[src/rtl/scr66_pkg.sv]
package scr66_pkg;

  localparam int DEF_PAYLOAD_W = 64;
  localparam int DEF_HIST_W    = 58;
  localparam int DEF_HDR_W     = 2;
  // Stage indices of the two taps: stage k holds the line bit k+1 positions back.
  localparam int DEF_TAP_NEAR  = 38;
  localparam int DEF_TAP_FAR   = 57;

  // One line bit of the x^58 + x^39 + 1 relation.
  function automatic logic line_bit(input logic din, input logic near, input logic far);
    return din ^ near ^ far;
  endfunction

endpackage

[src/rtl/scr66_unroll.sv]
module scr66_unroll
  import scr66_pkg::*;
#(
  parameter int PAYLOAD_W = DEF_PAYLOAD_W,
  parameter int HIST_W    = DEF_HIST_W,
  parameter int TAP_NEAR  = DEF_TAP_NEAR,
  parameter int TAP_FAR   = DEF_TAP_FAR,
  parameter bit FEED_FWD  = 1'b0
) (
  input  logic [HIST_W-1:0]    hist_i,
  input  logic [PAYLOAD_W-1:0] data_i,
  output logic [PAYLOAD_W-1:0] data_o,
  output logic [HIST_W-1:0]    hist_o
);

  // stg[g] is the history seen by bit g; stage 0 is the most recent line bit.
  logic [HIST_W-1:0] stg [PAYLOAD_W+1];

  assign stg[0] = hist_i;

  for (genvar g = 0; g < PAYLOAD_W; g++) begin : g_bit
    logic res_bit;
    assign res_bit   = line_bit(data_i[g], stg[g][TAP_NEAR], stg[g][TAP_FAR]);
    assign data_o[g] = res_bit;
    if (FEED_FWD) begin : g_ff
      // Receive side: the line bit itself enters the history.
      assign stg[g+1] = {stg[g][HIST_W-2:0], data_i[g]};
    end else begin : g_fb
      // Transmit side: the scrambled bit enters the history.
      assign stg[g+1] = {stg[g][HIST_W-2:0], res_bit};
    end
  end

  assign hist_o = stg[PAYLOAD_W];

endmodule

[src/rtl/scr66_lane.sv]
module scr66_lane
  import scr66_pkg::*;
#(
  parameter int PAYLOAD_W = DEF_PAYLOAD_W,
  parameter int HIST_W    = DEF_HIST_W,
  parameter int HDR_W     = DEF_HDR_W,
  parameter int TAP_NEAR  = DEF_TAP_NEAR,
  parameter int TAP_FAR   = DEF_TAP_FAR,
  parameter bit FEED_FWD  = 1'b0
) (
  input  logic                 clk,
  input  logic                 rst,
  input  logic                 valid_i,
  input  logic [HDR_W-1:0]     hdr_i,
  input  logic [PAYLOAD_W-1:0] data_i,
  output logic                 valid_o,
  output logic [HDR_W-1:0]     hdr_o,
  output logic [PAYLOAD_W-1:0] data_o
);

  localparam int OLDEST_IN_WORD = PAYLOAD_W - HIST_W;

  logic [HIST_W-1:0]    hist_q;
  logic [HIST_W-1:0]    hist_nx;
  logic [PAYLOAD_W-1:0] word_nx;
  logic                 advance;

  assign advance = valid_i;

  scr66_unroll #(
    .PAYLOAD_W (PAYLOAD_W),
    .HIST_W    (HIST_W),
    .TAP_NEAR  (TAP_NEAR),
    .TAP_FAR   (TAP_FAR),
    .FEED_FWD  (FEED_FWD)
  ) u_unroll (
    .hist_i (hist_q),
    .data_i (data_i),
    .data_o (word_nx),
    .hist_o (hist_nx)
  );

  always_ff @(posedge clk) begin
    if (rst) begin
      hist_q  <= '1;
      valid_o <= 1'b0;
      hdr_o   <= '0;
      data_o  <= '0;
    end else begin
      valid_o <= valid_i;
      if (advance) begin
        hist_q <= hist_nx;
        data_o <= word_nx;
        hdr_o  <= hdr_i;
      end
    end
  end

  AST_RESET_SEED: assert property (@(posedge clk)
    rst |=> (hist_q == '1) && !valid_o && (data_o == '0) && (hdr_o == '0));

  AST_VALID_LATENCY: assert property (@(posedge clk) disable iff (rst)
    valid_o == $past(valid_i));

  AST_HDR_CARRY: assert property (@(posedge clk) disable iff (rst)
    valid_i |=> hdr_o == $past(hdr_i));

  AST_IDLE_HOLD: assert property (@(posedge clk) disable iff (rst)
    !valid_i |=> $stable(data_o) && $stable(hdr_o) && $stable(hist_q));

  if (FEED_FWD) begin : g_ff_chk
    AST_RX_HIST_FROM_LINE: assert property (@(posedge clk) disable iff (rst)
      valid_i |=> (hist_q[0] == $past(data_i[PAYLOAD_W-1]))
               && (hist_q[HIST_W-1] == $past(data_i[OLDEST_IN_WORD])));
  end else begin : g_fb_chk
    AST_TX_HIST_FROM_OUTPUT: assert property (@(posedge clk) disable iff (rst)
      valid_o |-> (hist_q[0] == data_o[PAYLOAD_W-1])
               && (hist_q[HIST_W-1] == data_o[OLDEST_IN_WORD]));
  end

endmodule

[src/rtl/scr66_pair.sv]
module scr66_pair
  import scr66_pkg::*;
#(
  parameter int PAYLOAD_W = DEF_PAYLOAD_W,
  parameter int HIST_W    = DEF_HIST_W,
  parameter int HDR_W     = DEF_HDR_W,
  parameter int TAP_NEAR  = DEF_TAP_NEAR,
  parameter int TAP_FAR   = DEF_TAP_FAR
) (
  input  logic                 clk,
  input  logic                 rst,
  input  logic                 tx_valid_i,
  input  logic [HDR_W-1:0]     tx_hdr_i,
  input  logic [PAYLOAD_W-1:0] tx_data_i,
  output logic                 tx_valid_o,
  output logic [HDR_W-1:0]     tx_hdr_o,
  output logic [PAYLOAD_W-1:0] tx_data_o,
  input  logic                 rx_valid_i,
  input  logic [HDR_W-1:0]     rx_hdr_i,
  input  logic [PAYLOAD_W-1:0] rx_data_i,
  output logic                 rx_valid_o,
  output logic [HDR_W-1:0]     rx_hdr_o,
  output logic [PAYLOAD_W-1:0] rx_data_o
);

  scr66_lane #(
    .PAYLOAD_W (PAYLOAD_W),
    .HIST_W    (HIST_W),
    .HDR_W     (HDR_W),
    .TAP_NEAR  (TAP_NEAR),
    .TAP_FAR   (TAP_FAR),
    .FEED_FWD  (1'b0)
  ) u_tx (
    .clk     (clk),
    .rst     (rst),
    .valid_i (tx_valid_i),
    .hdr_i   (tx_hdr_i),
    .data_i  (tx_data_i),
    .valid_o (tx_valid_o),
    .hdr_o   (tx_hdr_o),
    .data_o  (tx_data_o)
  );

  scr66_lane #(
    .PAYLOAD_W (PAYLOAD_W),
    .HIST_W    (HIST_W),
    .HDR_W     (HDR_W),
    .TAP_NEAR  (TAP_NEAR),
    .TAP_FAR   (TAP_FAR),
    .FEED_FWD  (1'b1)
  ) u_rx (
    .clk     (clk),
    .rst     (rst),
    .valid_i (rx_valid_i),
    .hdr_i   (rx_hdr_i),
    .data_i  (rx_data_i),
    .valid_o (rx_valid_o),
    .hdr_o   (rx_hdr_o),
    .data_o  (rx_data_o)
  );

endmodule

[config.mk]
export PLATFORM = sky130hd
export DESIGN_NAME = scr66_pair
export DESIGN_NICKNAME = d
export VERILOG_FILES = /design/src/rtl/scr66_pkg.sv /design/src/rtl/scr66_unroll.sv /design/src/rtl/scr66_lane.sv /design/src/rtl/scr66_pair.sv
export SDC_FILE = /design/constraint.sdc
export NUM_CORES = 1
export LEC_CHECK = 0
export BUFFER_PORTS_ARGS = -buffer_cell sky130_fd_sc_hd__buf_2
export CORE_ASPECT_RATIO = 0.75
export CORE_MARGIN = 10
export CORE_UTILIZATION = 45
export CTS_BUF_LIST = sky130_fd_sc_hd__clkbuf_8
export DETAILED_ROUTE_END_ITERATION = 10
export PLACE_DENSITY_LB_ADDON = 0.12
export SYNTH_ARGS = -nofsm -noshare
export SYNTH_HDL_FRONTEND = slang
export SYNTH_HIERARCHICAL = 1
export SYNTH_SLANG_ARGS = --single-unit
[constraint.sdc]
create_clock -name clk -period 2 [get_ports clk]
set_input_delay 0.1 -clock clk [delete_from_list [all_inputs] [get_ports clk]]
set_output_delay 0.1 -clock clk [all_outputs]
set_load 0.1 [all_outputs]
==> reports/summary.md, run 1 <==
Launch point of the critical path: u_tx/data_o[48]$_SDFFE_PP0P_. The worst hold path begins at tx_data_i[58]. At the worst endpoint, the arrival time is 1600 ps.

After detailed routing, the number of remaining DRC violations is 0. For this design the ratio of total power to cell area is 1140 nW/µm². The run gives 6 as the number of warnings printed during yosys synthesis. The met2 layer usage reported by global route was 0.255.

The most used routing layer in global routing is met1. The clock tree synthesis step divided the H-tree into 2 levels. TritonCTS built the clock tree. In this run the critical register-to-register path is launched from u_tx/hist_q[56]$_SDFFE_PP1P_.

For the number of buffers added by the clock tree synthesis step, the log shows 44. The slowest stage of the critical path belongs to the cell sky130_fd_sc_hd__dfxtp_1. The share of final-layout standard cells stronger than drive strength 1 came out at 0.270. Setup repair after global routing left no endpoint under its margin. The die is 224 µm wide.

The final setup skew is 28.9 ps. The flow ran to the end, and the final reports show no timing, DRC or antenna violations. The hold violation count in the final report is 0, and the post-route clock period utilization is 0.848.

CTS root buffer: sky130_fd_sc_hd__clkbuf_8. In this run, placement finished with an instance count of 1624. Across the VDD grid, the largest voltage drop is 0.591 mV. The floorplan step set the die height to 173 µm. Aggregate global-route resource usage: 0.189.

The critical path ends at tx_data_o[48]. The clock sink count was 250. Clock-pin slew was measured on the worst setup and hold paths at 60 ps.

The path class of the tightest hold or removal check is in2reg. Synthesis inferred 250 register bits. Floorplan die area: 38700 µm².

The placed instances occupy a cell area of 13800 µm². From synthesis to final layout, the design area changed by 9.92%. 270 I/O pins were placed. The starting DRC count in detailed routing was 469. The run gives 1771 as the non-filler instance count after layout. The worst setup path is captured at a primary output. After layout, the worst setup slack is 305 ps.

The maximum fanout count along the critical path works out to 2. For the sum of negative setup slack, the log shows 0 ps. Clock latency on the worst-skew pair, taken at its later pin, is 570 ps. The sum of routed wire length over all layers was 38100 µm; the actual transition at the worst max-transition pin was 722 ps. The average cell area after synthesis was 11.3 µm².

The tools report the number of different library cells in the post-synthesis netlist as 16. In the final routed layout, each cell accounts on average for 21.5 µm. The final weighted congestion of routability-driven global placement is 0.847, and the total half-perimeter wirelength after legalization and detailed placement is 28700 µm.

The routing usage on met3 was 0.0622. For the area inside the core boundary, the log shows 30500 µm². The cell area that synthesis handed to floorplanning was 14000 µm².

In the routed layout, each cell is associated on average with a via count of 4.84. In this run the remaining antenna-violating nets after routing total 0. The design area came out at 15400 µm².

The signal on the critical path passes through buf_2. The count of cells along the worst register-to-register path came out at 3. The first global-routing pass estimated 55300 µm of wire. For this run the aggregate overflow at the end of global routing stands at 0. The worst hold path stage count came out at 3. For the number of buffers on the longest clock path, the log shows 3. Total number of cells along the worst setup path: 1. The tools report the worst-case headroom to the max-slew limit as 0.518. In this run the core area contains 55 standard-cell rows. Worst setup slack before clock tree synthesis: 486 ps. The classification of the worst setup path was reg2out. The required time at the endpoint of the critical path is 1900 ps. Port buffering added 269 buffers. The number of global-route vias before repair is 8549.

The sequential fraction of the synthesis area was 0.356; the sum of buffers and inverters on the critical path was 1. The minimum period implied by the final worst setup slack came out at 1700 ps. The starting utilization of the core area was 0.461; the number of nets in the layout was 1473. Based on the critical path, the design can be clocked at up to 590 MHz. Startpoint kind of the worst setup timing path: a flip-flop. The tools report the cell count after synthesis as 1246.

Setup violations remaining at the end of the flow were counted as 0. The net count of the mapped netlist was 1382; the number of maximum-capacitance violations was 0. Before antenna repair, the detailed router went through 7 iterations. In this design, the stage delay of the slowest critical-path cell is 520 ps. The tools report the worst flop-to-flop path endpoint as u_tx/hist_q[23]$_SDFFE_PP1P_.

Once the clock tree was built, the resizer swapped 0 gates to a different size. The cell family contributing the most delay on the critical path is flip-flops. For the leakage component of the power, the log shows 7.70 nW. The met1 track demand over resource in global routing is 0.280, and the count of final max-slew check failures is 0. Across all register-to-register paths, the minimum setup slack is 400 ps. The tools report the largest net degree at the start of global routing as 98. The final route contains 8566 vias.

For the number of antenna violations at the first check in global routing, the log shows 1.
synthesized netlist by cell type:
library cell	number	share of area
sky130_fd_sc_hd__mux2i_1	132	0.094
sky130_fd_sc_hd__xor3_1	68	0.12
sky130_fd_sc_hd__clkbuf_1	24	0.0064
sky130_fd_sc_hd__xnor3_1	19	0.030
sky130_fd_sc_hd__nor2b_1	118	0.053
sky130_fd_sc_hd__a211o_1	116	0.072
sky130_fd_sc_hd__buf_6	16	0.013
sky130_fd_sc_hd__buf_12	14	0.020
sky130_fd_sc_hd__xor3_4	2	0.0039
sky130_fd_sc_hd__nor2_1	132	0.035
sky130_fd_sc_hd__xor2_1	19	0.012
sky130_fd_sc_hd__xnor2_2	8	0.0093
sky130_fd_sc_hd__dfxtp_1	250	0.36
sky130_fd_sc_hd__buf_2	12	0.0043
sky130_fd_sc_hd__buf_4	246	0.13
sky130_fd_sc_hd__xnor2_1	70	0.044
cell families after synthesis:
| logic type | after synthesis | share of synthesized area |
|---|---|---|
| AOI/OAI and AO/OA | 116 | 0.0724 |
| buffers and inverters | 312 | 0.175 |
| muxes | 132 | 0.0941 |
| DFF | 250 | 0.356 |
| xor gates and xnor gates | 186 | 0.214 |
| and+or+nand+nor | 250 | 0.0879 |
sequential cells by signal (all words and copies together), names as in the netlist:
name	count
u_tx/hdr_o	2
u_rx/data_o	64
u_rx/hdr_o	2
u_tx/hist_q	58
u_rx/valid_o	1
u_tx/valid_o	1
u_rx/hist_q	58
u_tx/data_o	64
tightest hold or removal path: cells and delay by family:
kind            cells  cell delay, ps
compound gates      1             130
xor+xnor            1             260
buf+inv             1             100
worst min-delay path by stage:
stage               slack [ps]                      endpoint
floorplan                  250    u_rx/hdr_o[1]$_SDFFE_PP0P_
global placement           330  u_rx/hist_q[30]$_SDFFE_PP1P_
detailed placement         340   u_rx/hist_q[4]$_SDFFE_PP1P_
CTS                         10   u_tx/hist_q[5]$_SDFFE_PP1P_
global route                30   u_tx/hist_q[5]$_SDFFE_PP1P_
finish                      60   u_tx/hist_q[5]$_SDFFE_PP1P_
area by class of cell:
cell class,instances,area (µm²)
timing repair buffer,357,2360
multi-input combinational,684,6580
clock inverter,17,125
antenna,1,2.50
sequential,250,5000
tap,399,499
clock buffer,63,867
fill,2807,15100
layer usage:
metal | up-vias | wire length, µm | part of all wire
met1 | 4130 | 19100 | 0.50
met4 | 0 | 655 | 0.017
met3 | 48 | 3240 | 0.085
li1 | 4145 | - | -
met5 | - | 0 | 0
met2 | 243 | 15100 | 0.40
through the flow:
stage               power, mW  hold WS [ps]  utilization
floorplan                12.6           247            -
global placement         12.4           331        0.452
detailed placement       12.4           338        0.452
CTS                      17.8          11.7        0.506
global route             18.4          28.8        0.506
finish                   17.6          63.7        0.506
placed cells by master (no fill, tap or decap), types with 13 or more instances in the layout:
cell type / count
sky130_fd_sc_hd__buf_2: 266
sky130_fd_sc_hd__dfxtp_1: 250
sky130_fd_sc_hd__mux2i_1: 132
sky130_fd_sc_hd__nor2_1: 132
sky130_fd_sc_hd__nor2b_1: 118
sky130_fd_sc_hd__a211o_1: 116
sky130_fd_sc_hd__xnor2_1: 70
sky130_fd_sc_hd__xor3_1: 68
sky130_fd_sc_hd__dlygate4sd3_1: 66
sky130_fd_sc_hd__clkbuf_8: 64
sky130_fd_sc_hd__xor2_1: 19
sky130_fd_sc_hd__xnor3_1: 19
sky130_fd_sc_hd__buf_12: 13
timing repair:
action | in CTS | in global routing
hold endpoints to repair | 108 | 0
setup buffers | 0 | 0
hold buffers | 66 | 0
setup endpoints to repair | 0 | 0
power breakdown:
| part | total (mW) | switching (mW) | internal, mW |
|---|---|---|---|
| sequential | 6.07 | 0.488 | 5.59 |
| clock | 5.23 | 2.19 | 3.04 |
| combinational | 6.34 | 4.29 | 2.05 |
| total | 17.6 | 6.97 | 10.7 |
Power figures use the tool's default switching activity.
==> run 2, diff against run 1 <==
Clock period 2 ns to 1.6 ns, I/O delays scaled along.
==> run 2 against run 1 <==
Final area rose by 0.55%. First-iteration DRC count rose by 41%. Via count rose by 0.85%. Register-to-register slack got worse by 290 ps. Critical path type is now in2reg.
==> reports/summary.md, run 2 (same netlist as run 1, synthesis figures left out) <==
The run finished with clean final reports. The classification of the worst setup path was in2reg. The top cell types in the final layout, fill and taps aside, are sky130_fd_sc_hd__buf_2 (265), sky130_fd_sc_hd__dfxtp_1 (250), sky130_fd_sc_hd__mux2i_1 (132), sky130_fd_sc_hd__nor2_1 (132), sky130_fd_sc_hd__nor2b_1 (118). Number of maximum-capacitance violations: 0 (unchanged).

Largest voltage drop on the vdd net: 0.790 mV (+34%). The design area came out at 15500 µm² (+0.55%). The run gives 2 (unchanged) as the count of H-tree levels built during CTS. The number of buffers added by the clock tree synthesis step was 43 (-2.3%); the layout-stage area growth over the synthesis result was 10.5%.

The actual transition at the worst max-transition pin came out at 670 ps (-52.3 ps). The internal power came out at 12.8 mW (+20%). The floorplan die area was 38700 µm² (unchanged); the maximum fanout count along the critical path was 54 (+52). The width of the chip is 224 µm (unchanged), and the clock input transition at the sequential cells of the worst setup and hold paths is 60 ps (about the same). The power dissipated by switching net loads was 8.62 mW (+24%); the post-route clock period utilization was 0.974.

The number of global-route vias before repair was 8443 (-1.2%); the number of top-level pins was 270 (unchanged). Die outline height: 173 µm (unchanged). The hold violation count in the final report came out at 0 (unchanged).

The most common cell after layout, fill and taps aside was sky130_fd_sc_hd__buf_2. The area taken by flip-flops and latches was 5000 µm² (unchanged); the peak clock frequency supported by timing was 641 MHz. The worst hold path begins at tx_data_i[33].

For the area inside the core boundary, the log shows 30500 µm² (unchanged). The switching share of power works out to 0.403 (+0.00786). The register-to-register path setup slack is 110 ps (-290 ps), and the total power divided by cell area is 1380 nW/µm² (+21%).

The worst setup path is launched from a primary input. The starting DRC count in detailed routing was 663 (+41%); the count of final max-slew check failures was 0 (unchanged). The startpoint identified for the worst register-to-register timing path is u_tx/hist_q[57]$_SDFFE_PP1P_. The number of setup violations in the final report came out at 0 (unchanged). TritonCTS built the clock tree.

Aggregate global-route resource usage: 0.192 (+0.00227). The number of I/O port buffers works out to 269 (unchanged). The number of fill cells in the layout is 2774 (-1.2%), and the multi-input logic area is 6580 µm² (unchanged).

The largest net degree at the start of global routing is 55 (-44%), and the detailed-route vias per instance is 4.83 (-0.11%). The sum of negative setup slack came out at 0 ps (unchanged). For the leakage component of the power, the log shows 7.73 nW (+0.45%). The number of antenna violations at the first check in global routing was 0 (-1); the minimum period implied by the final worst setup slack was 1560 ps. For hold timing, the worst endpoint is u_tx/hist_q[30]$_SDFFE_PP1P_. The wire length of the first global-routing pass is 56100 µm (+1.4%).

Setup repair after global routing left no endpoint under its margin. The logs give 8639 (+0.85%) for the total number of vias and 250 (unchanged) for the clock sink count. The tools report the proportion of power drawn by the clock network as 0.270 (-0.026).

Detailed-routing iteration count for the pre-antenna-repair pass: 5 (-2). The total half-perimeter wirelength after legalization and detailed placement was 29000 µm (+0.84%). The tools report the required time at the endpoint of the critical path as 2030 ps (+130 ps). The logs give 0 (-1) for the number of diodes and 1496 (+1.6%) for the number of nets in the layout. The worst hold path stage count is 3 (unchanged), and the data arrival time at the worst-slack endpoint is 1990 ps (+390 ps). The number of buffers on the longest clock path came out at 3 (unchanged). The final weighted congestion of routability-driven global placement was 0.875 (+3.4%); the number of placement rows was 55 (unchanged). The tools report the final setup skew as 12.2 ps (-16.7 ps). The logs give 0 (unchanged) for the antenna violation net count after detailed routing and 21.4 mW (+21%) for the total chip power.

For the detailed-route DRC error count, the log shows 0 (unchanged). The instance area at placement is 13900 µm² (+0.64%), and the count of cells along the worst register-to-register path is 3 (unchanged). The logs give 0.376 (+0.017) for the combinational share of power and 0 (unchanged) for the sum of overflow across all layers after global routing. The tools report the share of total power in sequential cells as 0.354 (+0.010). For the worst-case headroom to the max-slew limit, the log shows 0.550 (+0.0317). Starting utilization of the core area: 0.461 (unchanged). The worst flop-to-flop path endpoint was u_tx/hist_q[24]$_SDFFE_PP1P_. Clock latency on the worst-skew pair: 550 ps (-20 ps). The share of final-layout standard cells stronger than drive strength 1 was 0.267 (-0.00278); the final routed wire length divided by cell count was 21.4 µm (-0.31%). The CTS root buffer was sky130_fd_sc_hd__clkbuf_8. In the final layout, the registers with the most flip-flops are u_rx/data_o x64, u_tx/data_o x64.

Sum of routed wire length over all layers: 38300 µm (+0.65%). The min-delay analysis places its worst path in the category in2reg. The tools report the nature of the critical path endpoint as a flip-flop.
==> run 2: stage by stage <==
step	hold slack, ps	util	setup slack, ps	cells
floorplan	227	-	182	1246
global placement	312	0.455	98.5	1634
detailed placement	318	0.455	92.5	1634
CTS	1.10	0.509	16.6	1787
global route	21.9	0.509	7.53	1788
finish	43.9	0.509	40.8	1788
==> run 2: final cells by class <==
class,count,area share
Multi-Input combinational cell,684,0.424
Tap cell,399,0.0322
Clock inverter,17,0.00427
Timing Repair Buffer,381,0.167
Sequential cell,250,0.322
Clock buffer,57,0.0505
==> run 2: worst max-delay path by stage <==
stage	slack [ps]	end	from
6_report	40	u_rx/hist_q[46]$_SDFFE_PP1P_	rst
5_1_grt	8	tx_data_o[53]	u_tx/data_o[53]$_SDFFE_PP0P_
4_1_cts	20	tx_data_o[53]	u_tx/data_o[53]$_SDFFE_PP0P_
3_5_place_dp	90	u_tx/hist_q[0]$_SDFFE_PP1P_	u_tx/hist_q[52]$_SDFFE_PP1P_
3_3_place_gp	100	u_tx/hist_q[0]$_SDFFE_PP1P_	u_tx/hist_q[52]$_SDFFE_PP1P_
2_1_floorplan	180	u_tx/hist_q[10]$_SDFFE_PP1P_	u_tx/hist_q[43]$_SDFFE_PP1P_
==> run 2: what timing repair did <==
| item | 4_1_cts | 5_1_grt |
|---|---|---|
| endpoints found under the hold margin | 115 | 0 |
| resized for setup | 1 | 1 |
| pin swaps | 0 | 1 |
| endpoints found under the setup margin | 1 | 5 |
| hold buffers | 79 | 0 |
| cloned | 0 | 0 |
| buffers inserted | 0 | 1 |
==> run 2: power by group through the flow <==
| stage | combinational [mW] | sequential (mW) | clock [mW] |
|---|---|---|---|
| floorplan | 5.00 | 10.7 | 0 |
| global placement | 7.82 | 7.69 | 0 |
| detailed placement | 7.85 | 7.70 | 0 |
| CTS | 8.03 | 7.57 | 5.97 |
| global route | 8.42 | 7.67 | 6.24 |
| finish | 8.05 | 7.58 | 5.77 |
==> run 2: critical path: stages <==
cell and delay [ps]:
sky130_fd_sc_hd__dlygate4sd3_1 560, sky130_fd_sc_hd__buf_8 230, sky130_fd_sc_hd__buf_12 220, sky130_fd_sc_hd__a211o_1 280, sky130_fd_sc_hd__dlygate4sd3_1 560
==> run 2: per-layer routing <==
| layer | global-route usage | part of all wire |
|---|---|---|
| met1 | 0.287 | 0.50 |
| met3 | 0.0648 | 0.086 |
| met4 | 0.0373 | 0.012 |
| met2 | 0.257 | 0.40 |
| met5 | 0 | 0 |
